`config.mk`:
```
export PLATFORM = sky130hd
export DESIGN_NAME = nuart_irq_id
export DESIGN_NICKNAME = d
export VERILOG_FILES = /design/src/rtl/nuart_irq_pkg.sv /design/src/rtl/nuart_src_pending.sv /design/src/rtl/nuart_prio_enc.sv /design/src/rtl/nuart_irq_id.sv
export SDC_FILE = /design/constraint.sdc
export NUM_CORES = 1
export LEC_CHECK = 0
export BUFFER_PORTS_ARGS = -buffer_cell sky130_fd_sc_hd__buf_2
export CAP_MARGIN = 20
export CORE_MARGIN = 2
export CORE_UTILIZATION = 38
export DETAILED_ROUTE_END_ITERATION = 6
export GPL_TIMING_DRIVEN = 0
export PLACE_DENSITY_LB_ADDON = 0.1
export SLEW_MARGIN = 20
export SYNTH_ARGS = -nofsm -noshare
export SYNTH_HDL_FRONTEND = slang
export SYNTH_HIERARCHICAL = 1
export SYNTH_SLANG_ARGS = --single-unit
```
`constraint.sdc`:
```
create_clock -name clk -period 1.1 [get_ports clk]
set_input_delay 0.11 -clock clk [delete_from_list [all_inputs] [get_ports clk]]
set_output_delay 0.11 -clock clk [all_outputs]
set_load 0.02 [all_outputs]
```
`src/rtl/nuart_irq_pkg.sv`:
```
package nuart_irq_pkg;
    // pending-vector index, in reporting priority (0 = highest)
    localparam int NSRC     = 6;
    localparam int S_LINE   = 0;
    localparam int S_MATCH  = 1;
    localparam int S_RXFULL = 2;
    localparam int S_ASENT  = 3;
    localparam int S_TXEMP  = 4;
    localparam int S_MODEM  = 5;

    typedef enum logic [2:0] {
        CODE_MODEM  = 3'b000,
        CODE_TXEMP  = 3'b001,
        CODE_RXFULL = 3'b010,
        CODE_LINE   = 3'b011,
        CODE_ASENT  = 3'b101,
        CODE_MATCH  = 3'b110
    } src_code_e;

    function automatic src_code_e code_of(input int idx);
        case (idx)
            S_LINE:   return CODE_LINE;
            S_MATCH:  return CODE_MATCH;
            S_RXFULL: return CODE_RXFULL;
            S_ASENT:  return CODE_ASENT;
            S_TXEMP:  return CODE_TXEMP;
            default:  return CODE_MODEM;
        endcase
    endfunction
endpackage

```
`src/rtl/nuart_src_pending.sv`:
```
module nuart_src_pending #(
    parameter int N = 6
) (
    input  logic         clk,
    input  logic         rst_n,
    input  logic [N-1:0] set_i,
    input  logic [N-1:0] clr_i,
    output logic [N-1:0] pend_o
);
    typedef struct packed {
        logic [N-1:0] pend;
    } st_t;

    st_t st_d, st_q;

    always_comb begin
        st_d = st_q;
        st_d.pend = (st_q.pend & ~clr_i) | set_i;   // event wins over clear
    end

    always_ff @(posedge clk or negedge rst_n) begin
        if (!rst_n) st_q <= '0;
        else        st_q <= st_d;
    end

    assign pend_o = st_q.pend;

    for (genvar i = 0; i < N; i++) begin : g_chk
        AST_CLEAR_EMPTIES: assert property (@(posedge clk) disable iff (!rst_n)
            (clr_i[i] && !set_i[i]) |=> !pend_o[i]);
        AST_SET_WINS: assert property (@(posedge clk) disable iff (!rst_n)
            set_i[i] |=> pend_o[i]);
    end
endmodule

```
`src/rtl/nuart_prio_enc.sv`:
```
module nuart_prio_enc
    import nuart_irq_pkg::*;
#(
    parameter int N = NSRC
) (
    input  logic         clk,
    input  logic         rst_n,
    input  logic [N-1:0] pend_i,
    input  logic [N-1:0] mask_i,
    output logic [N-1:0] grant_o,
    output logic [2:0]   code_o,
    output logic         any_o
);
    logic [N-1:0] live;
    assign live = pend_i & mask_i;

    always_comb begin
        grant_o = '0;
        code_o  = 3'b000;
        // scan from lowest priority up so the highest live source wins
        for (int i = N - 1; i >= 0; i--) begin
            if (live[i]) begin
                grant_o = '0;
                grant_o[i] = 1'b1;
                code_o  = code_of(i);
            end
        end
    end

    assign any_o = |live;

    AST_ONE_GRANT: assert property (@(posedge clk) disable iff (!rst_n)
        $onehot0(grant_o));
    AST_GRANT_LIVE: assert property (@(posedge clk) disable iff (!rst_n)
        any_o |-> $countones(grant_o) == 1);
endmodule

```
`src/rtl/nuart_irq_id.sv`:
```
module nuart_irq_id
    import nuart_irq_pkg::*;
#(
    parameter int          BYTE_W   = 8,
    parameter logic [7:0]  ADDR_RST = 8'hAA
) (
    input  logic              clk,
    input  logic              rst_n,
    input  logic [3:0]        ien,
    input  logic              rx_valid,
    input  logic              rx_is_addr,
    input  logic [BYTE_W-1:0] rx_byte,
    input  logic              addr_sent_evt,
    input  logic              line_err_evt,
    input  logic              tx_empty_evt,
    input  logic              modem_evt,
    input  logic              rd_rxdata,
    input  logic              wr_txdata,
    input  logic              rd_ident,
    input  logic              rd_linestat,
    input  logic              rd_modemstat,
    input  logic              addr_wr,
    input  logic [BYTE_W-1:0] addr_wdata,
    output logic [BYTE_W-1:0] addr_q,
    output logic [3:0]        ident,
    output logic              irq
);
    typedef struct packed {
        logic [BYTE_W-1:0] addr;
    } st_t;

    st_t st_d, st_q;

    logic [NSRC-1:0] set_v, clr_v, mask_v, pend_v, grant_v;
    logic [2:0]      code;
    logic            any;
    logic            hit;

    assign hit = rx_valid && rx_is_addr && (rx_byte == st_q.addr);

    always_comb begin
        st_d = st_q;
        if (addr_wr) st_d.addr = addr_wdata;

        set_v = '0;
        set_v[S_LINE]   = line_err_evt;
        set_v[S_MATCH]  = hit && ien[0];
        set_v[S_RXFULL] = rx_valid && !rx_is_addr;
        set_v[S_ASENT]  = addr_sent_evt;
        set_v[S_TXEMP]  = tx_empty_evt;
        set_v[S_MODEM]  = modem_evt;

        clr_v = '0;
        clr_v[S_LINE]   = rd_linestat;
        clr_v[S_MATCH]  = rd_rxdata;
        clr_v[S_RXFULL] = rd_rxdata;
        clr_v[S_ASENT]  = wr_txdata || (rd_ident && grant_v[S_ASENT]);
        clr_v[S_TXEMP]  = wr_txdata || (rd_ident && grant_v[S_TXEMP]);
        clr_v[S_MODEM]  = rd_modemstat;

        mask_v = '0;
        mask_v[S_LINE]   = ien[2];
        mask_v[S_MATCH]  = ien[0];
        mask_v[S_RXFULL] = ien[0];
        mask_v[S_ASENT]  = ien[1];
        mask_v[S_TXEMP]  = ien[1];
        mask_v[S_MODEM]  = ien[3];
    end

    always_ff @(posedge clk or negedge rst_n) begin
        if (!rst_n) st_q.addr <= ADDR_RST;
        else        st_q <= st_d;
    end

    nuart_src_pending #(.N(NSRC)) u_pend (
        .clk    (clk),
        .rst_n  (rst_n),
        .set_i  (set_v),
        .clr_i  (clr_v),
        .pend_o (pend_v)
    );

    nuart_prio_enc #(.N(NSRC)) u_enc (
        .clk     (clk),
        .rst_n   (rst_n),
        .pend_i  (pend_v),
        .mask_i  (mask_v),
        .grant_o (grant_v),
        .code_o  (code),
        .any_o   (any)
    );

    assign addr_q = st_q.addr;
    assign ident  = {code, ~any};
    assign irq    = any;

    AST_IDLE_CODE: assert property (@(posedge clk) disable iff (!rst_n)
        ident[0] |-> ident[3:1] == 3'b000);
    AST_IRQ_INV: assert property (@(posedge clk) disable iff (!rst_n)
        irq != ident[0]);
    AST_MATCH_NEEDS_EN: assert property (@(posedge clk) disable iff (!rst_n)
        $rose(pend_v[S_MATCH]) |-> $past(ien[0]));
    AST_ADDR_RESET: assert property (@(posedge clk)
        !rst_n |=> addr_q == ADDR_RST);
endmodule

```
==> impl_metrics.csv <==
group,metric,value,unit
hold_path,hp-class,"input port to register",
global_routing,grt.overflow.total,0,
place,dpl_cell_area,0.00106,mm^2
timing,max_freq,731,MHz
power_and_ir_drop,vdd_drop_max,0.000892,V
detailed_routing,dr_wl_met3,110,um
outcome,status,"finished with violations",
setup_path,cp_num_cells,4,
detailed_routing,initialDrtViolationCount,1,
timing,finalHoldViolCount,0,
global_routing,grt_pass1_wl,2500,um
detailed_routing,ant_nets,0,
cells_and_area,seq_area,355,um^2
place,io_buffer_count,45,
power_and_ir_drop,p_leak,0.000658,uW
setup_path,slowest_stage,"dfrtp_1",
cts,path_clk_slew,0.08,ns
floorplan,io_pins,47,
setup_path,crit_path_max_fanout,4,
global_routing,grt_pass1_vias,632,
detailed_routing,vias,653,
detailed_routing,wl,1480,um
detailed_routing,first_pass_iters,2,
setup_path,r2r_start,"u_pend/pend_o[2]",
setup_path,reg2reg_depth,8,
synthesis,syn_area_per_cell,11.7,um^2
timing,maxSlewViolCount,0,
setup_path,cp-startpoint,"u_pend/pend_o[1]",
timing,final.period_utilization,124,%
timing,finalWorstSetupSlack,-0.268,ns
detailed_routing,wl_met2,717,um
flow_run,cap_violations,0,
detailed_routing,dr.max_layer_used,"met4",
floorplan,fp.dieH,49.7,um
timing,period_minus_slack,1.37,ns
synthesis,syn-num-nets,102,
setup_path,cp_data_arrival_time,1.26,ns
synthesis,yosysWarningCount,6,
cts,numCtsBuffers,3,
timing,rsz0062_at_grt,"yes",
detailed_routing,post_drt_via_cell_ratio,4.35,
setup_path,cp_num_buf_inv,1,
power_and_ir_drop,power_density,1150,mW/mm^2
power_and_ir_drop,switching_share,27.4,%
power_and_ir_drop,p_sw,379,uW
synthesis,postSynthCellCount,68,
timing,worstMarginPinSlew,0.303,ns
timing,relSlewSlack,79.8,%
timing,setup_viol,8,
setup_path,crit_path_cell_trace,"nand2_4 -> nand4_4 -> nand3b_1 -> buf_4",
cells_and_area,multi_input_area,407,um^2
detailed_routing,wl_per_cell,9.83,um
cts,h-tree-depth,1,
power_and_ir_drop,p_clk_share,26.0,%
floorplan,row_count,16,
cells_and_area,drive_gt1_share,62.6,%
power_and_ir_drop,p_int,1000,uW
cells_and_area,final_cell_area,0.00120,mm^2
synthesis,synth_area,795,um^2
cells_and_area,nFillCells,188,
setup_path,critical_path.max_stage_delay,0.41,ns
global_routing,antenna_found_initial,0,
place,gp_congestion,0.681,
power_and_ir_drop,p_comb_share,29.8,%
hold_path,holdPathStages,2,
detailed_routing,wl_met1,631,um
setup_path,crit_type,"register to primary output",
cts,cts_sinks,14,
cts,cts_root_buf,"clkbuf_4",
timing,setup_tns,-1.27,ns
setup_path,start_kind,"register",
place,pre_cts_ws,-0.00618,ns
cts,cts_buffer_depth,2,
cells_and_area,num_antenna_cells,0,
detailed_routing,drc_errors,0,
floorplan,core_area,0.00196,mm^2
cells_and_area,nets,158,
outcome,violations,"negative setup slack",
setup_path,r2r_setup_slack,-0.17,ns
floorplan,die_x,49.7,um
setup_path,critPathTopFamily,"flip-flops",
hold_path,hp-start,"modem_evt",
setup_path,cp-end-kind,"primary output",
global_routing,grt_max_degree,15,
global_routing,grt_use_total,13.3,%
place,hpwl,1170,um
cts,clock_latency,0.27,ns
timing,hold_ws,0.0144,ns
cts,cts_tree,"built",
floorplan,die-area,0.00247,mm^2
timing,fin_skew,0.000860,ns
power_and_ir_drop,p_seq_share,44.2,%
cells_and_area,areaGrowthSynthToFinish,50.9,%
setup_path,required,0.99,ns
floorplan,start_util,40.5,%
[worst paths after layout]
check | end
max | irq
min | u_pend/pend_o[5]
max reg2reg | u_pend/pend_o[3]
min reg2reg | u_pend/pend_o[5]
max in group asynchronous | addr_q[1]
min in group asynchronous | u_pend/pend_o[0]
[sequential cells by signal, summed over array words and instances (netlist names)]
signal / count
addr_q: 8
u_pend/pend_o: 6
[through the flow]
stage	utilization (%)	cells	total power, uW
floorplan	-	68	839
global placement	54.0	140	972
detailed placement	54.0	140	978
CTS	58.7	147	1380
global route	61.1	150	1460
finish	61.1	150	1380
[layout by cell type, fill, tap and decap left out, drive strengths merged]
cell,instances
clkbuf,4
nand3,3
nand4,3
nor3,1
o21ai,1
and2,1
mux2,8
dfstp,4
dlygate4sd3,1
nor2,2
xnor2,8
nand3b,1
a21oi,1
dfrtp,10
a21o,8
buf,51
nand2,7
nor2b,1
inv,8
[metal layers]
metal / global-route usage, % / up-vias
met2: 22.4 / 27
li1: - / 337
met4: 5.56 / 0
met5: 0 / -
met3: 3.03 / 2
met1: 16.3 / 287
[cell type report]
type	count	area share [%]
multi-input combinational	45	33.9
buffer	1	0.939
timing repair buffer	51	27.1
inverter	8	2.51
tap	27	2.82
clock buffer	4	3.03
sequential	14	29.6
[power groups by stage]
stage	clock, uW	combinational, uW	sequential [uW]
floorplan	0	187	652
global placement	0	355	616
detailed placement	0	362	617
CTS	375	395	609
global route	395	448	619
finish	359	413	611
[repair_timing]
item	in CTS	in global routing
gates resized for setup	11	7
hold endpoints to repair	14	0
pin swaps	6	3
hold buffers	1	0
buffers inserted	2	3
endpoints found under the setup margin	12	12
Power figures use the tool's default switching activity.
